==> config.mk <==
export PLATFORM = sky130hd
export DESIGN_NAME = pwr_lockout_ctrl
export DESIGN_NICKNAME = d
export VERILOG_FILES = /design/src/rtl/pwr_lockout_ctrl.sv
export SDC_FILE = /design/constraint.sdc
export NUM_CORES = 1
export LEC_CHECK = 0
export BUFFER_PORTS_ARGS = -buffer_cell sky130_fd_sc_hd__clkbuf_2
export CAP_MARGIN = 20
export CORE_AREA = 8 8 48 88
export CTS_CLUSTER_DIAMETER = 60
export CTS_CLUSTER_SIZE = 16
export DETAILED_ROUTE_END_ITERATION = 7
export DIE_AREA = 0 0 56 96
export PLACE_DENSITY = 0.79
export SYNTH_ARGS = -nofsm -noshare
export SYNTH_HDL_FRONTEND = slang
export SYNTH_SLANG_ARGS = --single-unit
==> constraint.sdc <==
create_clock -name clk -period 2.8 [get_ports clk]
set_input_delay 0.56 -clock clk [delete_from_list [all_inputs] [get_ports clk]]
set_output_delay 0.56 -clock clk [all_outputs]
set_load 0.02 [all_outputs]
==> src/rtl/pwr_lockout_ctrl.sv <==
module pwr_lockout_ctrl #(
  parameter int DEB_TICKS   = 32,
  parameter int FORCE_TICKS = 31,
  parameter int AW          = 5,
  parameter int DW          = 8,
  parameter int IRQ_W       = 8
) (
  input  logic             clk,
  input  logic             rst_n,
  input  logic             tick_1ms,
  input  logic             pfail_n,
  input  logic             standby,
  input  logic             host_cs_n,
  input  logic             host_rd_n,
  input  logic             host_wr_n,
  input  logic [AW-1:0]    host_addr,
  input  logic [DW-1:0]    core_dout,
  input  logic             cfg_we,
  input  logic             cfg_ts_en,
  input  logic [IRQ_W-1:0] cfg_irq_en,
  input  logic             cfg_irq_on_backup,
  output logic             core_cs_n,
  output logic             core_rd_n,
  output logic             core_wr_n,
  output logic [AW-1:0]    core_addr,
  output logic [DW-1:0]    host_dout,
  output logic             host_doe,
  output logic             lockout,
  output logic             pf_status,
  output logic             ts_en,
  output logic [IRQ_W-1:0] irq_en
);
  localparam int MAXT = (DEB_TICKS > FORCE_TICKS) ? DEB_TICKS : FORCE_TICKS;
  localparam int CW   = $clog2(MAXT + 1);
  localparam logic [CW-1:0] DEB_LAST   = CW'(DEB_TICKS - 1);
  localparam logic [CW-1:0] FORCE_LAST = CW'(FORCE_TICKS - 1);

  logic          pf_meta, pf_sync;
  logic [CW-1:0] deb_cnt, hold_cnt;
  logic          sb_q, irq_keep;

  wire access    = !host_cs_n && (!host_rd_n || !host_wr_n);
  wire differs   = (pf_sync == pf_status);
  wire sb_entry  = standby && !sb_q;
  wire hold_done = tick_1ms && (hold_cnt == FORCE_LAST);

  always_ff @(posedge clk or negedge rst_n)
    if (!rst_n) begin
      pf_meta <= 1'b1;
      pf_sync <= 1'b1;
    end else begin
      pf_meta <= pfail_n;
      pf_sync <= pf_meta;
    end

  always_ff @(posedge clk or negedge rst_n)
    if (!rst_n) begin
      deb_cnt   <= '0;
      pf_status <= 1'b0;
    end else if (!differs) begin
      deb_cnt <= '0;
    end else if (tick_1ms) begin
      if (deb_cnt == DEB_LAST) begin
        deb_cnt   <= '0;
        pf_status <= !pf_status;
      end else begin
        deb_cnt <= deb_cnt + 1'b1;
      end
    end

  always_ff @(posedge clk or negedge rst_n)
    if (!rst_n) begin
      hold_cnt <= '0;
      lockout  <= 1'b0;
    end else if (!pf_status) begin
      hold_cnt <= '0;
      lockout  <= 1'b0;
    end else if (lockout || !access || hold_done) begin
      hold_cnt <= '0;
      lockout  <= 1'b1;
    end else if (tick_1ms) begin
      hold_cnt <= hold_cnt + 1'b1;
    end

  always_ff @(posedge clk or negedge rst_n)
    if (!rst_n) begin
      sb_q     <= 1'b0;
      ts_en    <= 1'b0;
      irq_en   <= '0;
      irq_keep <= 1'b0;
    end else begin
      sb_q <= standby;
      if (sb_entry) begin
        ts_en <= 1'b0;
        if (!irq_keep) irq_en <= '0;
      end else if (cfg_we) begin
        ts_en    <= cfg_ts_en;
        irq_en   <= cfg_irq_en;
        irq_keep <= cfg_irq_on_backup;
      end
    end

  assign core_cs_n = host_cs_n | lockout;
  assign core_rd_n = host_rd_n | lockout;
  assign core_wr_n = host_wr_n | lockout;
  assign core_addr = lockout ? '0 : host_addr;
  assign host_dout = core_dout;
  assign host_doe  = !lockout && !host_cs_n && !host_rd_n;
endmodule


== Word level (Yosys, flattened, before mapping) ==
Index checks and enable logic that the tools add are counted.

* Word-level logic and storage cells: 56
* Register bits after elaboration: 27

* Bitwise gates (word level): 4
* Multiplexer cells: 14
* Reductions and logical operators: 19
* Add/sub/neg operators: 2
* Equality and inequality tests: 7

{| class="wikitable"
|+ Operator list
! kind !! number
|-
| $mux W6 || 6
|-
| $mux W8 || 3
|-
| $add A6 B1 Y6 const B || 2
|-
| $eq A6 B5 Y1 const B || 2
|-
| $logic_not A1 Y1 || 7
|-
| $logic_and A1 B1 Y1 || 5
|-
| $mux W5 || 1
|-
| $mux W1 || 4
|-
| $ne A2 B2 Y1 const B || 2
|-
| $reduce_and A2 Y1 || 2
|-
| $logic_or A1 B1 Y1 || 3
|-
| $ne A3 B2 Y1 const B || 1
|-
| $or A1 B1 Y1 || 3
|-
| $reduce_and A3 Y1 || 1
|-
| $ne A2 B1 Y1 const B || 1
|-
| $reduce_bool A2 Y1 || 1
|-
| $eq A1 B1 Y1 || 1
|-
| $not A1 Y1 || 1
|}

== Depth between registers and ports, before layout ==
* Depth after elaboration: 8
* Depth in mapped cells: 5
* Gate-level depth less buffers: 5

== Worst setup path before layout ==
OpenSTA, ideal clock, no wires.

* Path type: in2out
* From: input host_cs_n
* To: output host_doe
* Path slack: 1.021 ns
* Arrival time: 1.219 ns
* Data required time: 2.240 ns
* Stages on the path: 2
* Path buffers: 0
* Cell sequence: or2_2 > nor2_1

* Word-level cells in the longest chain between the ends: 3

{| class="wikitable"
|+ Ends and longest elaborated chain
! item !! line !! text
|-
| from (decl) || 13 || <nowiki>input logic host_cs_n,</nowiki>
|-
| $logic_not A1 Y1 || 108 || <nowiki>assign host_doe = !lockout && !host_cs_n && !host_rd_n;</nowiki>
|-
| $logic_and A1 B1 Y1 (2 in series) || 108 ||
|-
| to (decl) || 27 || <nowiki>output logic host_doe,</nowiki>
|}

Every way passes these cells.

== Worst setup path in the final report ==
* From: register lockout
* To: output host_doe

* Word-level cells in the longest chain between the ends: 3

{| class="wikitable"
|+ Ends and longest elaborated chain
! item !! line !! text
|-
| from (decl) || 28 || <nowiki>output logic lockout,</nowiki>
|-
| from (signal assigned) || 74 || <nowiki>lockout <= 1'b0;</nowiki>
|-
| from (signal assigned) || 77 || <nowiki>lockout <= 1'b0;</nowiki>
|-
| from (signal assigned) || 80 || <nowiki>lockout <= 1'b1;</nowiki>
|-
| $logic_not A1 Y1 || 108 ||
|-
| $logic_and A1 B1 Y1 (2 in series) || 108 ||
|}

Every way passes these cells.

==> results.cfg <==
[logic_synthesis]
synth_cell_type_count = 36
yosys_warnings = 0
synth-simple-area-share = 0.163
synth_top_family_by_area = simple AND/OR/NAND/NOR gates
synth_top_area_share = 0.482
syn_area_um2 = 1300
synth-compound-area-share = 0.135
ys_ff_latch = 27
synthTopCellsByCount = 25 x dfrtp_1, 10 x nor2_1, 8 x a22o_1, 8 x buf_4, 6 x xor2_1
ys.flop_type = dfrtp_1
synth-xor-area-share = 0.0473
synth_area_leaders = dfrtp_1 48%, a22o_1 5.4%, buf_4 4.6%, dfstp_2 4.1%, xor2_1 4.1%
syn_nets = 150
post-synth-top-count-cell = dfrtp_1
synth-adder-area-share = 0.0289
yosysSeqAreaShare = 0.523
synthMuxAreaShare = 0.0328
avgSynthCellArea_um2 = 11.3
synth_top_cell_by_area = dfrtp_1
syn_inst = 115
synth_edf_count = 0
synthArstFlopShare = 1.00

[timing]
drv_slew = 0
fin_crit_sh = 0.670
fin_crit_ps = 1880
clock_skew_ps = 1.04
worstMarginPinSlew_ps = 679
setup_tns_ps = 0
rsz0062_at_grt = false
relSlewSlack = 0.547
final_hold_viol_count = 0
max_freq_ghz = 0.533
setup_viol = 0

[cts]
cts_tree = yes
clock-root-buffer = clkbuf_8
cts.htree.levels = 1
clk_pin_slew_ps = 80
clock_path_buffers = 2
cts_setup_buffers = 0
cts.sinks = 27
cts_resized = 0
numCtsBuffers = 3
hold_buffers = 0
insertion_delay_ps = 270

[flow_run]
cap_violations = 0

[power_and_ir_drop]
power_switching_mw = 0.183
p_int_mw = 0.556
seqPwrFrac = 0.576
power.share.clock = 0.291
pwr-share-comb = 0.134
swShare = 0.248
peakVddDrop_mv = 0.395
p_total_mw = 0.739
power_density_nw_per_um2 = 486
p_leak_nw = 0.712

[cells_and_area]
fin_nets = 188
areaGrowthSynthToFinish_pct = 17.2
diodes = 0
fill_cells = 291
drive_gt1_frac = 0.362
final_cells = 183

[drt]
drc_errors = 0
num_vias = 1005
drt_first_iter_violations = 9
viasPerCell = 5.49
routed_wirelength_mm = 2.67
dr.pass1.iters = 4
ant_nets = 0
wl_per_cell_um = 14.6

[floorplan]
die_w_um = 56
io_pins = 60
start_util = 0.416
core_um2 = 3120
die_h_um = 96
dieArea_um2 = 5380
rows = 29

[worst_setup_path]
cp_data_required_time_ps = 2240
cp-start-kind = register
criticalPathCategory = reg -> out
cp-end-kind = primary output
crit_arrival_ps = 1320
crit_path_max_fanout = 10

[grt]
antenna_found_initial = 0
grt_pass1_wl_mm = 4.48
grt_use_total = 0.0988
grt-ovfl-total = 0
grt_max_degree = 28
grt_pass1_vias = 1109

[min_path]
hp-class = in -> async

[status]
outcome = completed

[placed_design]
gp_congestion = 0.675
place_hpwl_mm = 2.15
io_buffers = 43
placed_cells = 179
power by group through the flow:
stage          sequential [mW]  clock [mW]  combinational, mW
2_1_floorplan            0.449           0             0.0521
3_3_place_gp             0.431           0             0.0965
3_5_place_dp             0.433           0              0.101
4_1_cts                  0.426       0.228              0.101
5_1_grt                  0.428       0.236              0.109
6_report                 0.425       0.215             0.0989
registers in the layout, indices dropped and copies added, names as in the netlist:
register and count:
pf_status 1, deb_cnt 6, ts_en 1, sb_q 1
pf_meta 1, hold_cnt 6, lockout 1, irq_en 8
pf_sync 1, irq_keep 1
per-stage QoR:
| stage | hold WS [ps] | worst slack, ps | utilization | area (um2) |
|---|---|---|---|---|
| 2_1_floorplan | 264 | 1020 | - | 1300 |
| 3_3_place_gp | 347 | 1030 | 0.473 | 1480 |
| 3_5_place_dp | 347 | 1030 | 0.473 | 1480 |
| 4_1_cts | 328 | 901 | 0.487 | 1520 |
| 5_1_grt | 357 | 849 | 0.487 | 1520 |
| 6_report | 312 | 924 | 0.487 | 1520 |
layout make-up:
class                           instances  area (um2)  area share
Timing Repair Buffer                   43         215       0.142
Inverter                                4        15.0     0.00988
Tap cell                               31        38.8      0.0255
Multi-Input combinational cell         74         528       0.347
Sequential cell                        27         678       0.446
Clock buffer                            4        45.0      0.0296
worst max-delay path, stage by stage, from the launching register on:
cell      delay [ps]
dfrtp_1          480
or2_2            320
nor2_1            80
clkbuf_2         170
routing by layer:
metal	global-route usage	share of wire
met1	0.0937	0.40
met2	0.178	0.51
met3	0.0370	0.077
met4	0.0565	0.020
met5	0	0
final timing paths:
| kind | start | endpoint | slack [ps] | cells after the start |
|---|---|---|---|---|
| max | lockout$_DFFE_PN0P_ | host_doe | 920 | 3 |
| min | rst_n | deb_cnt[4]$_DFFE_PN0P_ | 310 | 1 |
| max reg2reg | sb_q$_DFF_PN0_ | irq_en[1]$_DFFE_PN0P_ | 1480 | 3 |
| min reg2reg | pf_meta$_DFF_PN1_ | pf_sync$_DFF_PN1_ | 360 | 0 |
| max in group asynchronous | rst_n | hold_cnt[3]$_DFFE_PN0P_ | 2050 | 1 |
| min in group clk | pf_meta$_DFF_PN1_ | pf_sync$_DFF_PN1_ | 360 | 0 |
cells in the final DEF (no fill, tap or decap), types with 2 or more instances in the layout:
cell type and count:
clkbuf_2 43, dfrtp_1 25, nor2_1 10, a22o_1 8, xor2_1 6, nor2b_1 5
inv_1 4, a21oi_1 4, nand2_1 4, or2_2 3, nand4_1 3, nand3_1 3
ha_1 3, clkbuf_8 3, and2_1 2, mux2i_1 2, o311ai_0 2, nand2b_1 2
o21ai_0 2, dfstp_2 2
cell families (layout without fill, tap and decap cells):
family / count (synthesis) / after routing
XOR/XNOR: 7 / 7
flip-flops: 27 / 27
multiplexers: 4 / 4
AO/OA/AOI/OAI: 22 / 22
buffers and inverters: 14 / 51
adder cells (fa/ha/maj): 3 / 3
AND/OR/NAND/NOR: 38 / 38
No activity file was read; power rests on OpenSTA's default activity.
